**config.mk**
```make
export PLATFORM = sky130hd
export DESIGN_NAME = pc_ctx_unit
export DESIGN_NICKNAME = d
export VERILOG_FILES = /design/src/rtl/pc_ctx_pkg.sv /design/src/rtl/pc_evt_route.sv /design/src/rtl/pc_save_bank.sv /design/src/rtl/pc_ctx_unit.sv
export SDC_FILE = /design/constraint.sdc
export NUM_CORES = 1
export LEC_CHECK = 0
export ABC_AREA = 1
export BUFFER_PORTS_ARGS = -buffer_cell sky130_fd_sc_hd__buf_2
export CAP_MARGIN = 20
export CORE_MARGIN = 8
export CORE_UTILIZATION = 50
export CTS_CLUSTER_DIAMETER = 50
export DETAILED_ROUTE_END_ITERATION = 10
export PLACE_DENSITY = 0.78
export SLEW_MARGIN = 20
export SYNTH_ARGS = -nofsm -noshare
export SYNTH_HDL_FRONTEND = slang
export SYNTH_SLANG_ARGS = --single-unit
```
**constraint.sdc**
```tcl
create_clock -name clk -period 1.9 [get_ports clk]
set_clock_uncertainty 0.1 [all_clocks]
set_input_delay 0.475 -clock clk [delete_from_list [all_inputs] [get_ports clk]]
set_output_delay 0.475 -clock clk [all_outputs]
set_load 0.005 [all_outputs]
```
**src/rtl/pc_ctx_pkg.sv**
```systemverilog
package pc_ctx_pkg;

    typedef enum logic [2:0] {
        EV_SWEXC    = 3'd0,
        EV_MASKABLE = 3'd1,
        EV_NMI      = 3'd2,
        EV_EXCTRAP  = 3'd3,
        EV_DBGTRAP  = 3'd4,
        EV_DBGBRK   = 3'd5,
        EV_STEP     = 3'd6,
        EV_TBLCALL  = 3'd7
    } evt_class_e;

    typedef enum logic [1:0] {
        SV_INT  = 2'd0,
        SV_NMI  = 2'd1,
        SV_DBG  = 2'd2,
        SV_CALL = 2'd3
    } save_sel_e;

    localparam int NUM_SAVE = 4;

endpackage

```
**src/rtl/pc_evt_route.sv**
```systemverilog
module pc_evt_route
    import pc_ctx_pkg::*;
(
    input  logic [2:0] evt_class,
    output logic [1:0] save_idx,
    output logic       dbg_group
);

    always_comb begin
        save_idx  = SV_INT;
        dbg_group = 1'b0;
        case (evt_class)
            EV_SWEXC, EV_MASKABLE: save_idx = SV_INT;
            EV_NMI:                save_idx = SV_NMI;
            EV_EXCTRAP, EV_DBGTRAP, EV_DBGBRK, EV_STEP: begin
                save_idx  = SV_DBG;
                dbg_group = 1'b1;
            end
            EV_TBLCALL:            save_idx = SV_CALL;
            default:               save_idx = SV_INT;
        endcase
    end

endmodule

```
**src/rtl/pc_save_bank.sv**
```systemverilog
module pc_save_bank #(
    parameter int ADDR_W  = 32,
    parameter int PC_BITS = 26,
    parameter int NUM     = 4,
    localparam int IDX_W  = $clog2(NUM)
) (
    input  logic                        clk,
    input  logic                        rst_n,
    input  logic                        cap_en,
    input  logic [IDX_W-1:0]            cap_idx,
    input  logic [ADDR_W-1:0]           cap_addr,
    input  logic                        wr_en,
    input  logic [IDX_W-1:0]            wr_idx,
    input  logic [ADDR_W-1:0]           wr_data,
    output logic [NUM-1:0][ADDR_W-1:0]  slot_o
);

    localparam logic [ADDR_W-1:0] KEEP_MASK =
        ADDR_W'(((64'd1 << PC_BITS) - 64'd1) & ~64'd1);

    typedef struct packed {
        logic [NUM-1:0][ADDR_W-1:0] slot;
    } bank_t;

    bank_t st_d, st_q;

    logic [NUM-1:0] cap_hit;
    logic [NUM-1:0] wr_hit;

    for (genvar g = 0; g < NUM; g++) begin : g_hit
        assign cap_hit[g] = cap_en && (cap_idx == IDX_W'(g));
        assign wr_hit[g]  = wr_en  && (wr_idx  == IDX_W'(g));
    end

    always_comb begin
        st_d = st_q;
        for (int i = 0; i < NUM; i++) begin
            if (cap_hit[i]) begin
                st_d.slot[i] = cap_addr & KEEP_MASK;
            end else if (wr_hit[i]) begin
                st_d.slot[i] = wr_data & KEEP_MASK;
            end
        end
    end

    always_ff @(posedge clk or negedge rst_n) begin
        if (!rst_n) begin
            st_q <= '0;
        end else begin
            st_q <= st_d;
        end
    end

    assign slot_o = st_q.slot;

endmodule

```
**src/rtl/pc_ctx_unit.sv**
```systemverilog
module pc_ctx_unit
    import pc_ctx_pkg::*;
#(
    parameter int              ADDR_W     = 32,
    parameter int              PC_BITS    = 26,
    parameter logic [31:0]     DBG_VECTOR = 32'h0000_0060
) (
    input  logic              clk,
    input  logic              rst_n,
    input  logic              adv_en,
    input  logic              adv_wide,
    input  logic              br_en,
    input  logic [ADDR_W-1:0] br_target,
    input  logic              evt_valid,
    input  logic [2:0]        evt_class,
    input  logic [ADDR_W-1:0] evt_ret_addr,
    input  logic [ADDR_W-1:0] evt_vector,
    input  logic              ret_en,
    input  logic [1:0]        ret_sel,
    input  logic              sw_wr_en,
    input  logic [1:0]        sw_wr_sel,
    input  logic [ADDR_W-1:0] sw_wr_data,
    input  logic [1:0]        sw_rd_sel,
    output logic [ADDR_W-1:0] sw_rd_data,
    output logic [ADDR_W-1:0] pc_o,
    output logic              dbg_active_o
);

    localparam logic [ADDR_W-1:0] KEEP_MASK =
        ADDR_W'(((64'd1 << PC_BITS) - 64'd1) & ~64'd1);
    localparam logic [ADDR_W-1:0] DBG_VEC_F = ADDR_W'(DBG_VECTOR) & KEEP_MASK;
    localparam logic [ADDR_W-1:0] STEP_NARROW = ADDR_W'(2);
    localparam logic [ADDR_W-1:0] STEP_WIDE   = ADDR_W'(4);

    typedef struct packed {
        logic [ADDR_W-1:0] pc;
        logic              dbg_active;
    } core_t;

    core_t cur_q, nxt_d;

    logic [1:0]                       route_idx;
    logic                             route_dbg;
    logic [NUM_SAVE-1:0][ADDR_W-1:0]  bank_q;
    logic [ADDR_W-1:0]                seq_sum;
    logic [ADDR_W-1:0]                vec_f;

    pc_evt_route u_route (
        .evt_class (evt_class),
        .save_idx  (route_idx),
        .dbg_group (route_dbg)
    );

    pc_save_bank #(
        .ADDR_W  (ADDR_W),
        .PC_BITS (PC_BITS),
        .NUM     (NUM_SAVE)
    ) u_bank (
        .clk      (clk),
        .rst_n    (rst_n),
        .cap_en   (evt_valid),
        .cap_idx  (route_idx),
        .cap_addr (evt_ret_addr),
        .wr_en    (sw_wr_en),
        .wr_idx   (sw_wr_sel),
        .wr_data  (sw_wr_data),
        .slot_o   (bank_q)
    );

    assign seq_sum = cur_q.pc + (adv_wide ? STEP_WIDE : STEP_NARROW);
    assign vec_f   = evt_vector & KEEP_MASK;

    always_comb begin
        nxt_d = cur_q;
        if (evt_valid) begin
            nxt_d.pc = vec_f;
            if (route_dbg && (vec_f == DBG_VEC_F)) begin
                nxt_d.dbg_active = 1'b1;
            end
        end else if (ret_en) begin
            nxt_d.pc = bank_q[ret_sel] & KEEP_MASK;
            if (ret_sel == SV_DBG) begin
                nxt_d.dbg_active = 1'b0;
            end
        end else if (br_en) begin
            nxt_d.pc = br_target & KEEP_MASK;
        end else if (adv_en) begin
            nxt_d.pc = seq_sum & KEEP_MASK;
        end
    end

    always_ff @(posedge clk or negedge rst_n) begin
        if (!rst_n) begin
            cur_q <= '0;
        end else begin
            cur_q <= nxt_d;
        end
    end

    always_comb begin
        sw_rd_data = bank_q[sw_rd_sel];
        if ((sw_rd_sel == SV_DBG) && !cur_q.dbg_active) begin
            sw_rd_data = '0;
        end
    end

    assign pc_o         = cur_q.pc;
    assign dbg_active_o = cur_q.dbg_active;

endmodule

```
==> impl_summary.txt <==
----------------------------------------------------
[Global route]
  Overall Global Routing Usage ... about 28%
  Residual overflow from global routing ... 0
  Initial antenna violation count ... 0
  Highest-utilization routing layer at the global route stage ... met2
  Pin count of the biggest net entering global routing ... 71
  GR Util met3 ... 6.99%
  Met1 usage in global routing ... 36.3%
  Global-route wire length before repair ... 48900 um
  Global-route met2 utilization ... about 43%
  Via count of the first global-routing pass ... 9338

[Floorplanning]
  Row count ... 48
  Die area ... 21900 um^2
  Starting density of the core ... between 50 and 60%
  Die height ... 148 um
  Core Box Area ... 17200 um^2
  Horizontal extent of the die ... 148 um
  Count of pins on the block boundary ... 210

[Detailed routing]
  Via count of the routed design ... 9816
  Final wirelength ... about 31000 um
  Number of routed nets with antenna violations ... 0
  1st-iter DRT viols ... between 1000 and 1500
  Initial DRT Pass Iterations ... 5
  Detailed-route vias per instance ... 5.79
  Number of DRC violations after detailed routing ... 0
  Average wire per standard cell ... 18.6 um

[STA]
  Final critical-path setup slack ... -0.216 ns
  Total Negative Setup Slacks ... -4.57 ns
  Final-layout worst hold slack ... 0.187 ns
  Setup-violating endpoint count in the final report ... 27
  Setup repair after global routing missed its margin ... true
  Portion of the clock cycle consumed by the worst path in the final layout ... 111%
  Hold violation total from the final report ... 0
  Final period demand of the worst path ... 2.12 ns
  Worst-case headroom to the max-slew limit ... roughly two thirds
  Actual transition at the worst max-transition pin ... 0.504 ns
  Final slew viol count ... 0
  Highest clock rate ... 473 MHz

[Placement]
  HPWL after detailed placement ... about 22000 um
  DP Area ... around 10000 um^2
  Number of buffer cells added on primary ports ... 167
  Final GP Congestion ... 0.957

[Synthesis]
  Synthesized area divided by synthesized cell count ... 6.82 um^2
  Synth Area in XOR/XNOR ... 0.702%
  Number of flops mapped to enable cells by yosys ... 0
  Cells taking the most area after synthesis ... sky130_fd_sc_hd__dfrtp_1 (36%), sky130_fd_sc_hd__nand2_1 (11%), sky130_fd_sc_hd__o21ai_0 (11%), sky130_fd_sc_hd__a21oi_1 (8.7%), sky130_fd_sc_hd__inv_1 (7.2%)
  Leading register cell type out of synthesis ... sky130_fd_sc_hd__dfrtp_1
  Largest family of logic cells by synthesized area ... compound AO/OA/AOI/OAI gates
  Fraction of synthesized cell area taken by the top area cell type ... 36.1%
  Compound-cell area share of the yosys netlist ... 27.6%
  Mapped Area ... 8730 um^2
  Post-synthesis adder-cell area fraction ... 0.516%
  Sequential fraction of the synthesis area ... 36.1%
  Netlist cell types ... 45
  Synthesized instance count ... 1281
  Synthesized flop and latch total ... 126
  Simple-gate share of the synthesized area ... 21.8%
  Cell accounting for the most synthesized area ... sky130_fd_sc_hd__dfrtp_1
  Async S/R FF share, synth ... 100%
  Share of synthesized area spent on multiplexers ... 0%
  Yosys warning total ... 0

[Power and ir drop]
  Clk network pwr share ... 34.9%
  PwrDens ... 826 nW/um^2
  Worst ir drop on vdd ... between 0.0006 and 0.0007 V
  Static Leakage ... 0.00540 uW
  Switching component of the power ... between 2000 and 3000 uW
  Power Internal ... 5990 uW
  Gate power share ... 26.3%
  Switching portion of total power ... ~33%
  Share of total power in sequential cells ... between 30% and 40%

[Status]
  Result of the run ... finished, violations left
  Violated checks ... setup timing

[Worst setup path]
  List of cells traversed by the critical path ... nor3_4, buf_12, a21oi_1, buf_2
  Worst path required time ... 1.32 ns
  Cell type of the slowest stage on the worst timing path ... sky130_fd_sc_hd__dfrtp_2
  Slowest cell delay on critical path ... 0.43 ns
  Critical path start-end classification ... flip-flop to output port
  CP arrival ... 1.54 ns
  Crit start category ... flip-flop
  Max Fanout on Critical Path ... 25
  Setup crit end kind ... output port

[Clocking]
  Clock slew at the register clock pins of the worst setup and hold paths ... 0.06 ns
  CTS H-tree depth ... 4
  Buffer levels on the longest clock path ... 2
  Clock buffer count from CTS ... 17
  Clock sink count ... 126
  Clock tree from TritonCTS ... done
  Root cell of the clock tree ... sky130_fd_sc_hd__clkbuf_16
  Clock latency on the worst-skew pair ... between 0.4 and 0.5 ns

[Finish]
  Commonest cells after routing, fill and taps aside ... sky130_fd_sc_hd__nand2_1 (261), sky130_fd_sc_hd__o21ai_0 (182), sky130_fd_sc_hd__buf_2 (166), sky130_fd_sc_hd__inv_1 (164), sky130_fd_sc_hd__a21oi_1 (150)
  Number of nets in the layout ... 1604
  Post-route standard cell area excluding fillers ... 10800 um^2
  Most frequent standard cell in the layout excluding fill and tap cells ... sky130_fd_sc_hd__nand2_1
  Synthesis-to-layout area growth ... 23.9%
  Layout cell share with drive strength beyond 1 ... 21.6%

[Job]
  Number of max-cap violations ... 0

[Worst hold path]
  Hold WC Path Type ... input port to flip-flop

----------------------------------------------------
==> synth_stat cells, types with 3 or more instances <==
| master | count |
|---|---|
| sky130_fd_sc_hd__nor2_1 | 60 |
| sky130_fd_sc_hd__nand2_2 | 6 |
| sky130_fd_sc_hd__xnor2_1 | 4 |
| sky130_fd_sc_hd__a21oi_1 | 152 |
| sky130_fd_sc_hd__o21ai_1 | 3 |
| sky130_fd_sc_hd__nor2_2 | 4 |
| sky130_fd_sc_hd__a211oi_1 | 4 |
| sky130_fd_sc_hd__o21ai_0 | 187 |
| sky130_fd_sc_hd__nor3_1 | 3 |
| sky130_fd_sc_hd__o211ai_1 | 17 |
| sky130_fd_sc_hd__buf_4 | 18 |
| sky130_fd_sc_hd__nand2_1 | 265 |
| sky130_fd_sc_hd__nand3_1 | 88 |
| sky130_fd_sc_hd__o221ai_1 | 51 |
| sky130_fd_sc_hd__nor3_2 | 3 |
| sky130_fd_sc_hd__dfrtp_1 | 126 |
| sky130_fd_sc_hd__buf_1 | 6 |
| sky130_fd_sc_hd__o22ai_1 | 5 |
| sky130_fd_sc_hd__inv_1 | 167 |
| sky130_fd_sc_hd__xor2_1 | 3 |
| sky130_fd_sc_hd__nor4_1 | 5 |
| sky130_fd_sc_hd__inv_2 | 8 |
| sky130_fd_sc_hd__buf_2 | 44 |
| sky130_fd_sc_hd__clkbuf_1 | 25 |
==> kinds of logic after synthesis <==
family                   Yosys count
AO/OA/AOI/OAI                    426
XOR/XNOR                           7
adder cells (fa/ha/maj)            3
buffers and inverters            273
flip-flops                       126
other                              1
AND/OR/NAND/NOR                  445
==> what timing repair did <==
| action | 4_1_cts | 5_1_grt |
|---|---|---|
| gates resized for setup | 8 | 19 |
| hold endpoints to repair | 59 | 0 |
| cloned | 1 | 0 |
| pin swaps | 4 | 10 |
| buffers inserted | 0 | 1 |
| hold buffers | 1 | 0 |
| setup endpoints to repair | 34 | 43 |
==> layout make-up <==
class / count / area (um^2)
clock inverter: 7 / 60.1
inverter: 177 / 681
fill: 1556 / 6360
timing repair buffer: 238 / 1560
multi-input combinational: 896 / 4580
sequential: 126 / 3150
tap: 225 / 282
clock buffer: 25 / 495
antenna: 1 / 2.50
==> final timing paths <==
check | slack, ns | to | start | cells after the start
setup / recovery | -0.22 | sw_rd_data[1] | dbg_active_o$_DFFE_PN0P_ | 4
hold / removal | 0.19 | u_bank.slot_o[6]$_DFFE_PN0P_ | evt_ret_addr[6] | 3
setup reg to reg | -0.03 | pc_o[23]$_DFFE_PN0P_ | pc_o[1]$_DFFE_PN0P_ | 13
hold reg to reg | 0.40 | u_bank.slot_o[38]$_DFFE_PN0P_ | u_bank.slot_o[38]$_DFFE_PN0P_ | 2
max in group asynchronous | 0.82 | dbg_active_o$_DFFE_PN0P_ | rst_n | 3
min in group asynchronous | 0.49 | pc_o[14]$_DFFE_PN0P_ | rst_n | 3
==> power by group through the flow <==
stage               registers (uW)  logic, uW  clock network [uW]
CTS                           3450       2300                3130
detailed placement            3490       2260                   0
global placement              3480       2210                   0
global route                  3520       2600                3250
finish                        3470       2350                3120
floorplan                     3410       1390                   0
==> state kept, by name (all words and copies together), names as in the netlist <==
name / flops
dbg_active_o: 1
pc_o: 25
u_bank.slot_o: 100
==> critical path, delay by kind of cell (launching register included) <==
kind,cells,cell delay [ns]
AND/OR/NAND/NOR,1,0.20
flip-flops,1,0.43
buffers and inverters,2,0.38
AO/OA/AOI/OAI,1,0.10
==> routing by layer <==
| metal | vias to the layer above | share of wire (%) |
|---|---|---|
| met3 | 85 | 12 |
| met4 | 0 | 3.5 |
| met2 | 615 | 44 |
| met5 | - | 0 |
| li1 | 4639 | - |
| met1 | 4477 | 40 |
==> metrics by stage <==
stage	instances	setup WS, ns	util (%)	power [uW]
2_1_floorplan	1294	-0.103	-	4810
3_3_place_gp	1659	-0.368	59.1	5680
3_5_place_dp	1659	-0.405	59.1	5760
4_1_cts	1693	-0.222	62.6	8890
5_1_grt	1694	-0.237	63.0	9370
6_report	1695	-0.216	63.0	8940
Power figures use the tool's default switching activity.
